## src/rtl/sip_pkg.sv

```systemverilog
package sip_pkg;

  // Which pin assignment the port instance uses.
  typedef enum logic {
    PORT_A = 1'b0,
    PORT_B = 1'b1
  } port_id_e;

  // Port C bit whose set/reset command writes the interrupt enable.
  function automatic int unsigned inte_index(port_id_e p);
    return (p == PORT_A) ? 4 : 2;
  endfunction

endpackage

```

## src/rtl/sip_sync.sv

```systemverilog
// Shift-register synchronizer; STAGES must be 2 or more.
module sip_sync #(
  parameter int unsigned STAGES  = 2,
  parameter logic        RST_VAL = 1'b0
) (
  input  logic clk,
  input  logic rst_n,
  input  logic d,
  output logic q
);

  logic [STAGES-1:0] chain_q;
  logic [STAGES-1:0] chain_d;

  always_comb begin
    chain_d = {chain_q[STAGES-2:0], d};
  end

  always_ff @(posedge clk or negedge rst_n) begin
    if (!rst_n) chain_q <= {STAGES{RST_VAL}};
    else        chain_q <= chain_d;
  end

  assign q = chain_q[STAGES-1];

endmodule

```

## src/rtl/sip_capture.sv

```systemverilog
// Data holding register and input-buffer-full flag.
module sip_capture #(
  parameter int unsigned DATA_W = 8
) (
  input  logic              clk,
  input  logic              rst_n,
  input  logic              mode_en,
  input  logic              stb_s,
  input  logic              rd_sel,
  input  logic [DATA_W-1:0] pin_data,
  output logic              ibf,
  output logic [DATA_W-1:0] hold_q
);

  logic              stb_d_q;
  logic              rd_d_q;
  logic              ibf_q;
  logic              ibf_d;
  logic              stb_fall;
  logic              rd_rise;
  logic              hold_en;
  logic [DATA_W-1:0] hold_d;

  always_comb begin
    stb_fall = stb_d_q & ~stb_s;
    rd_rise  = rd_d_q & ~rd_sel;
    hold_en  = mode_en & ~stb_s;
    hold_d   = pin_data;
    if (!mode_en)      ibf_d = 1'b0;
    else if (stb_fall) ibf_d = 1'b1;
    else if (rd_rise)  ibf_d = 1'b0;
    else               ibf_d = ibf_q;
  end

  always_ff @(posedge clk or negedge rst_n) begin
    if (!rst_n) begin
      stb_d_q <= 1'b1;
      rd_d_q  <= 1'b0;
      ibf_q   <= 1'b0;
    end else begin
      stb_d_q <= stb_s;
      rd_d_q  <= rd_sel;
      ibf_q   <= ibf_d;
    end
  end

  always_ff @(posedge clk or negedge rst_n) begin
    if (!rst_n)       hold_q <= '0;
    else if (hold_en) hold_q <= hold_d;
  end

  assign ibf = ibf_q;

  // a strobe fall in strobed mode fills the buffer
  p_ibf_on_strobe_r2: assert property (@(posedge clk) disable iff (!rst_n)
    ($fell(stb_s) && mode_en) |=> ibf_q);

  // end of a read empties the buffer unless a new strobe arrives
  p_ibf_clear_r5: assert property (@(posedge clk) disable iff (!rst_n)
    ($fell(rd_sel) && mode_en && !$fell(stb_s)) |=> !ibf_q);

  // leaving strobed mode empties the buffer
  p_mode_off_r9: assert property (@(posedge clk) disable iff (!rst_n)
    !mode_en |=> !ibf_q);

endmodule

```

## src/rtl/sip_irq.sv

```systemverilog
// Interrupt enable flip-flop and interrupt request flip-flop.
module sip_irq #(
  parameter int unsigned INTE_BIT = 4
) (
  input  logic       clk,
  input  logic       rst_n,
  input  logic       mode_en,
  input  logic       stb_s,
  input  logic       ibf,
  input  logic       rd_sel,
  input  logic       bsr_we,
  input  logic [2:0] bsr_bit,
  input  logic       bsr_set,
  output logic       inte,
  output logic       intr
);

  localparam logic [2:0] INTE_IDX = 3'(INTE_BIT);

  logic inte_q;
  logic inte_d;
  logic intr_q;
  logic intr_d;
  logic cond_q;
  logic cond;
  logic rd_d_q;
  logic inte_hit;
  logic rd_fall;
  logic intr_set;

  always_comb begin
    inte_hit = bsr_we && (bsr_bit == INTE_IDX);
    inte_d   = inte_hit ? bsr_set : inte_q;
    cond     = stb_s & ibf & inte_q;
    rd_fall  = rd_sel & ~rd_d_q;
    // set on the condition's rising edge, never inside a read
    intr_set = cond & ~cond_q & ~rd_sel & ~rd_d_q;
    if (!mode_en || !inte_q || rd_fall) intr_d = 1'b0;
    else if (intr_set)                  intr_d = 1'b1;
    else                                intr_d = intr_q;
  end

  always_ff @(posedge clk or negedge rst_n) begin
    if (!rst_n) begin
      inte_q <= 1'b0;
      intr_q <= 1'b0;
      cond_q <= 1'b0;
      rd_d_q <= 1'b0;
    end else begin
      inte_q <= inte_d;
      intr_q <= intr_d;
      cond_q <= cond;
      rd_d_q <= rd_sel;
    end
  end

  assign inte = inte_q;
  assign intr = intr_q;

  // a read starting drops the request
  p_intr_clear_on_read_r4: assert property (@(posedge clk) disable iff (!rst_n)
    $rose(rd_sel) |=> !intr_q);

  // a command on the enable bit writes the enable
  p_inte_write_r7: assert property (@(posedge clk) disable iff (!rst_n)
    (bsr_we && (bsr_bit == INTE_IDX)) |=> (inte_q == $past(bsr_set)));

  // no request survives a cleared enable
  p_no_intr_without_inte_r8: assert property (@(posedge clk) disable iff (!rst_n)
    !inte_q |=> !intr_q);

endmodule

```

## src/rtl/strobed_in_port.sv

```systemverilog
module strobed_in_port
  import sip_pkg::*;
#(
  parameter port_id_e    PORT_SEL    = PORT_A,
  parameter int unsigned DATA_W      = 8,
  parameter int unsigned SYNC_STAGES = 2
) (
  input  logic              clk,
  input  logic              rst_n,
  input  logic              strobed_in_en,
  input  logic              stb_n,
  input  logic [DATA_W-1:0] pin_data,
  input  logic              cs,
  input  logic              rd_n,
  input  logic              bsr_we,
  input  logic [2:0]        bsr_bit,
  input  logic              bsr_set,
  output logic              ibf,
  output logic              intr,
  output logic              inte,
  output logic [DATA_W-1:0] dbus_out,
  output logic              dbus_oe
);

  localparam int unsigned INTE_BIT = inte_index(PORT_SEL);

  logic              rst_s_n;
  logic              stb_s;
  logic              rd_sel;
  logic [DATA_W-1:0] hold_q;

  // reset: asserted asynchronously, released on the clock
  sip_sync #(.STAGES(2), .RST_VAL(1'b0)) u_rst_sync (
    .clk   (clk),
    .rst_n (rst_n),
    .d     (1'b1),
    .q     (rst_s_n)
  );

  // peripheral strobe: idles high
  sip_sync #(.STAGES(SYNC_STAGES), .RST_VAL(1'b1)) u_stb_sync (
    .clk   (clk),
    .rst_n (rst_s_n),
    .d     (stb_n),
    .q     (stb_s)
  );

  assign rd_sel = cs & ~rd_n;

  sip_capture #(.DATA_W(DATA_W)) u_capture (
    .clk      (clk),
    .rst_n    (rst_s_n),
    .mode_en  (strobed_in_en),
    .stb_s    (stb_s),
    .rd_sel   (rd_sel),
    .pin_data (pin_data),
    .ibf      (ibf),
    .hold_q   (hold_q)
  );

  sip_irq #(.INTE_BIT(INTE_BIT)) u_irq (
    .clk     (clk),
    .rst_n   (rst_s_n),
    .mode_en (strobed_in_en),
    .stb_s   (stb_s),
    .ibf     (ibf),
    .rd_sel  (rd_sel),
    .bsr_we  (bsr_we),
    .bsr_bit (bsr_bit),
    .bsr_set (bsr_set),
    .inte    (inte),
    .intr    (intr)
  );

  always_comb begin
    dbus_oe  = rd_sel;
    dbus_out = rd_sel ? hold_q : '0;
  end

  // a request is only raised over a full buffer
  p_intr_needs_ibf_r3: assert property (@(posedge clk) disable iff (!rst_s_n)
    intr |-> ibf);

  // the bus is quiet outside a read
  p_bus_quiet_r6: assert property (@(posedge clk) disable iff (!rst_s_n)
    !dbus_oe |-> (dbus_out == '0));

endmodule

```

## config.mk

```make
export PLATFORM = sky130hd
export DESIGN_NAME = strobed_in_port
export DESIGN_NICKNAME = d
export VERILOG_FILES = /design/src/rtl/sip_pkg.sv /design/src/rtl/sip_sync.sv /design/src/rtl/sip_capture.sv /design/src/rtl/sip_irq.sv /design/src/rtl/strobed_in_port.sv
export SDC_FILE = /design/constraint.sdc
export NUM_CORES = 1
export LEC_CHECK = 0
export BUFFER_PORTS_ARGS = -buffer_cell sky130_fd_sc_hd__buf_2
export CORE_MARGIN = 3
export CORE_UTILIZATION = 45
export CTS_CLUSTER_SIZE = 28
export DETAILED_ROUTE_END_ITERATION = 8
export GPL_ROUTABILITY_DRIVEN = 0
export GPL_TIMING_DRIVEN = 0
export PLACE_DENSITY_LB_ADDON = 0.1
export SKIP_CTS_REPAIR_TIMING = 1
export SLEW_MARGIN = 20
export SYNTH_ARGS = -nofsm -noshare
export SYNTH_HDL_FRONTEND = slang
export SYNTH_SLANG_ARGS = --single-unit
```

## constraint.sdc

```tcl
create_clock -name clk -period 0.8 [get_ports clk]
set_clock_uncertainty 0.05 [all_clocks]
set_input_delay 0.04 -clock clk [delete_from_list [all_inputs] [get_ports clk]]
set_output_delay 0.04 -clock clk [all_outputs]
set_load 0.1 [all_outputs]
```

==> results.sh <==
export IMPL_status="finished with violations"
export IMPL_violations="negative hold slack, negative setup slack"
export IMPL_io_pins=31
export IMPL_final_util_pct=90.45
export IMPL_rrSetupSlack_ns=-0.42
export IMPL_required_ns=0.92
export IMPL_rr_worst_depth=3
export IMPL_critPathKind="register to register"
export IMPL_ys_seq_elements=18
export IMPL_synth_top_area_share_pct=50.85
export IMPL_max_freq_mhz=816.7
export IMPL_routed_wl_microns=1754
export IMPL_row_count=13
export IMPL_start_util_pct=52.17
export IMPL_route_detailed_drc=0
export IMPL_die_h_microns=46.50
export IMPL_antenna_found_initial=0
export IMPL_worstReg2RegStart="u_stb_sync.chain_q[1]"
export IMPL_synthDistinctLibCells=20
export IMPL_cts_buffers=3
export IMPL_ir_worst_vdd_v=0.001521
export IMPL_pwr_share_seq_pct=43.7
export IMPL_coreArea_sq_um=1415
export IMPL_cellPowerDensity_nw_per_um2=1971
export IMPL_postSynthAreaPerCell_sq_um=14.47
export IMPL_power_internal_w=0.001715
export IMPL_grt_max_degree=17
export IMPL_layout_nets=117
export IMPL_die_w_microns=46.50
export IMPL_swShare_pct=32.01
export IMPL_cp_start_kind="register"
export IMPL_syn_inst=51
export IMPL_seq_area_frac_synth_pct=61.53
export IMPL_syn_area_sq_um=738.2
export IMPL_track_usage_pct=14.03
export IMPL_dp_hpwl_microns=1059
export IMPL_clock_path_buffers=2
export IMPL_hp_class="input pin to register"
export IMPL_yosys_warnings=0
export IMPL_tns_ns=-7.063
export IMPL_synth_nets=70
export IMPL_drive_gt1_share_pct=75.26
export IMPL_drt_wirelength_per_cell_microns=15.66
export IMPL_avgViaCountPerCell=4.786
export IMPL_vias=536
export IMPL_layout_commonest_cell="buf_2"
export IMPL_dr_pass1_iters=2
export IMPL_fp_dieArea_sq_um=2162
export IMPL_p_sw_w=0.0008077
export IMPL_fin_ws_ns=-0.4244
export IMPL_ys_top_cells_by_area="dfrtp_1 51%, mux2_4 16%, dfstp_2 11%"
export IMPL_critPathCaptureType="register"
export IMPL_cts_tree="yes"
export IMPL_port_buffers=30
export IMPL_grt_pass1_wl_microns=2090
export IMPL_ant_nets=0
export IMPL_holdWs_ns=-0.06591
export IMPL_clock_power_share_pct=21.3
export IMPL_cp_arrival_ns=1.35
export IMPL_yosysTopAreaCell="dfrtp_1"
export IMPL_critPathMaxFanout=8
export IMPL_drv_slew=0
export IMPL_leakage_nw=0.6111
export IMPL_mostFrequentLayoutCells="18 x buf_2, 12 x buf_12, 11 x dfrtp_1"
export IMPL_syn2layout_area_growth_pct=73.39
export IMPL_holdPathEnd="u_capture.hold_q[7]"
export IMPL_hold_violations=10
export IMPL_grt_overflow=0
export IMPL_clock_latency_ns=0.28
export IMPL_clock_sinks=18
export IMPL_r2r_end="u_capture.hold_q[5]"
export IMPL_root_buffer="clkbuf_4"
export IMPL_hold_start="pin_data[7]"
export IMPL_whs_path_depth=2
export IMPL_clk_pin_slew_ns=0.10
export IMPL_fin_crit_ns=1.224
export IMPL_power_frac_comb_pct=35.0
export IMPL_maxCapViolCount=0
export IMPL_diodes=0
export IMPL_grt_setup_unrepaired="true"
export IMPL_htree_levels=1
export IMPL_grt_pass1_vias=471
export IMPL_period_share_pct=153.1
export IMPL_setup_viol=23
export IMPL_initialDrtViolationCount=5
## how the worst max path moves through the flow
| stage | cells past startpoint | start | endpoint |
|---|---|---|---|
| after floorplan | 3 | u_stb_sync.chain_q[1] | u_capture.hold_q[0] |
| after global placement | 3 | u_stb_sync.chain_q[1] | u_capture.hold_q[4] |
| after detailed placement | 3 | u_stb_sync.chain_q[1] | u_capture.hold_q[5] |
| after CTS | 2 | u_capture.hold_q[3] | dbus_out[3] |
| after global routing | 3 | u_stb_sync.chain_q[1] | u_capture.hold_q[5] |
| final | 3 | u_stb_sync.chain_q[1] | u_capture.hold_q[5] |
## power by group through the flow
stage / registers, W / clock network (W) / logic (W)
final: 0.00110 / 0.000538 / 0.000882
after global routing: 0.00112 / 0.000577 / 0.000917
after CTS: 0.00110 / 0.000546 / 0.000631
after detailed placement: 0.00111 / 0 / 0.000631
after global placement: 0.00110 / 0 / 0.000621
after floorplan: 0.00120 / 0 / 0.000417
## state kept, by name, indices dropped and copies added (netlist names)
signal	cells
u_irq.intr	1
u_capture.ibf	1
u_stb_sync.chain_q	2
u_irq.cond_q	1
u_irq.rd_d_q	1
u_capture.hold_q	8
u_rst_sync.chain_q	2
u_irq.inte	1
u_capture.stb_d_q	1
## kinds of logic (layout without fill, tap and decap cells)
kind of cell	Yosys count	after routing	synth area share, %
AO/OA/AOI/OAI	4	4	4.067
other	1	1	0.5080
multiplexers	9	9	17.80
buffers and inverters	3	49	2.711
AND/OR/NAND/NOR	16	16	13.39
flip-flops	18	18	61.53
## layer usage
metal,vias to the layer above,wire [microns],GRT usage (%)
met3,2,88,2.344
met2,21,985,23.08
li1,258,-,-
met4,0,4,3.409
met5,-,0,0
met1,255,676,19.15
## cells in the mapped netlist
master	count
a21oi_1	1
nor2b_4	1
dfrtp_1	15
mux2_4	8
buf_6	1
o21ai_0	1
dfstp_2	3
a211oi_2	1
a21boi_0	1
buf_2	1
nor3_1	1
mux2_2	1
nand2_1	2
nand2b_1	1
conb_1	1
and2_1	8
and3_1	1
nor2_1	1
inv_1	1
nor2b_1	1
## area by class of cell
type	count	area (sq um)
flip-flops and latches	18	464.2
multi-input cells	30	300.3
well taps	15	18.77
fillers	53	135.1
repair buffers	43	436.7
inverters	1	3.754
plain buffers	1	20.02
clock buffers	4	36.28
## worst max-delay path, cell delays in order (launching register included)
cell and delay (ns):
dfstp_2 0.58, nor2b_4 0.05, buf_12 0.14, mux2_4 0.29
## per-stage QoR
stage / instances / instance area (sq um) / power [W] / hold WS, ns / worst slack [ns]
final: 112 / 1280 / 0.002523 / -0.06591 / -0.4244
after global routing: 112 / 1280 / 0.002612 / -0.07271 / -0.4419
after CTS: 100 / 1003 / 0.002274 / -0.5334 / -0.5068
after detailed placement: 96 / 967.2 / 0.001744 / -0.2240 / -0.4294
after global placement: 96 / 967.2 / 0.001725 / -0.2249 / -0.4081
after floorplan: 51 / 798.3 / 0.001615 / -0.3056 / -0.3770
(Power assumes the default switching activity.)
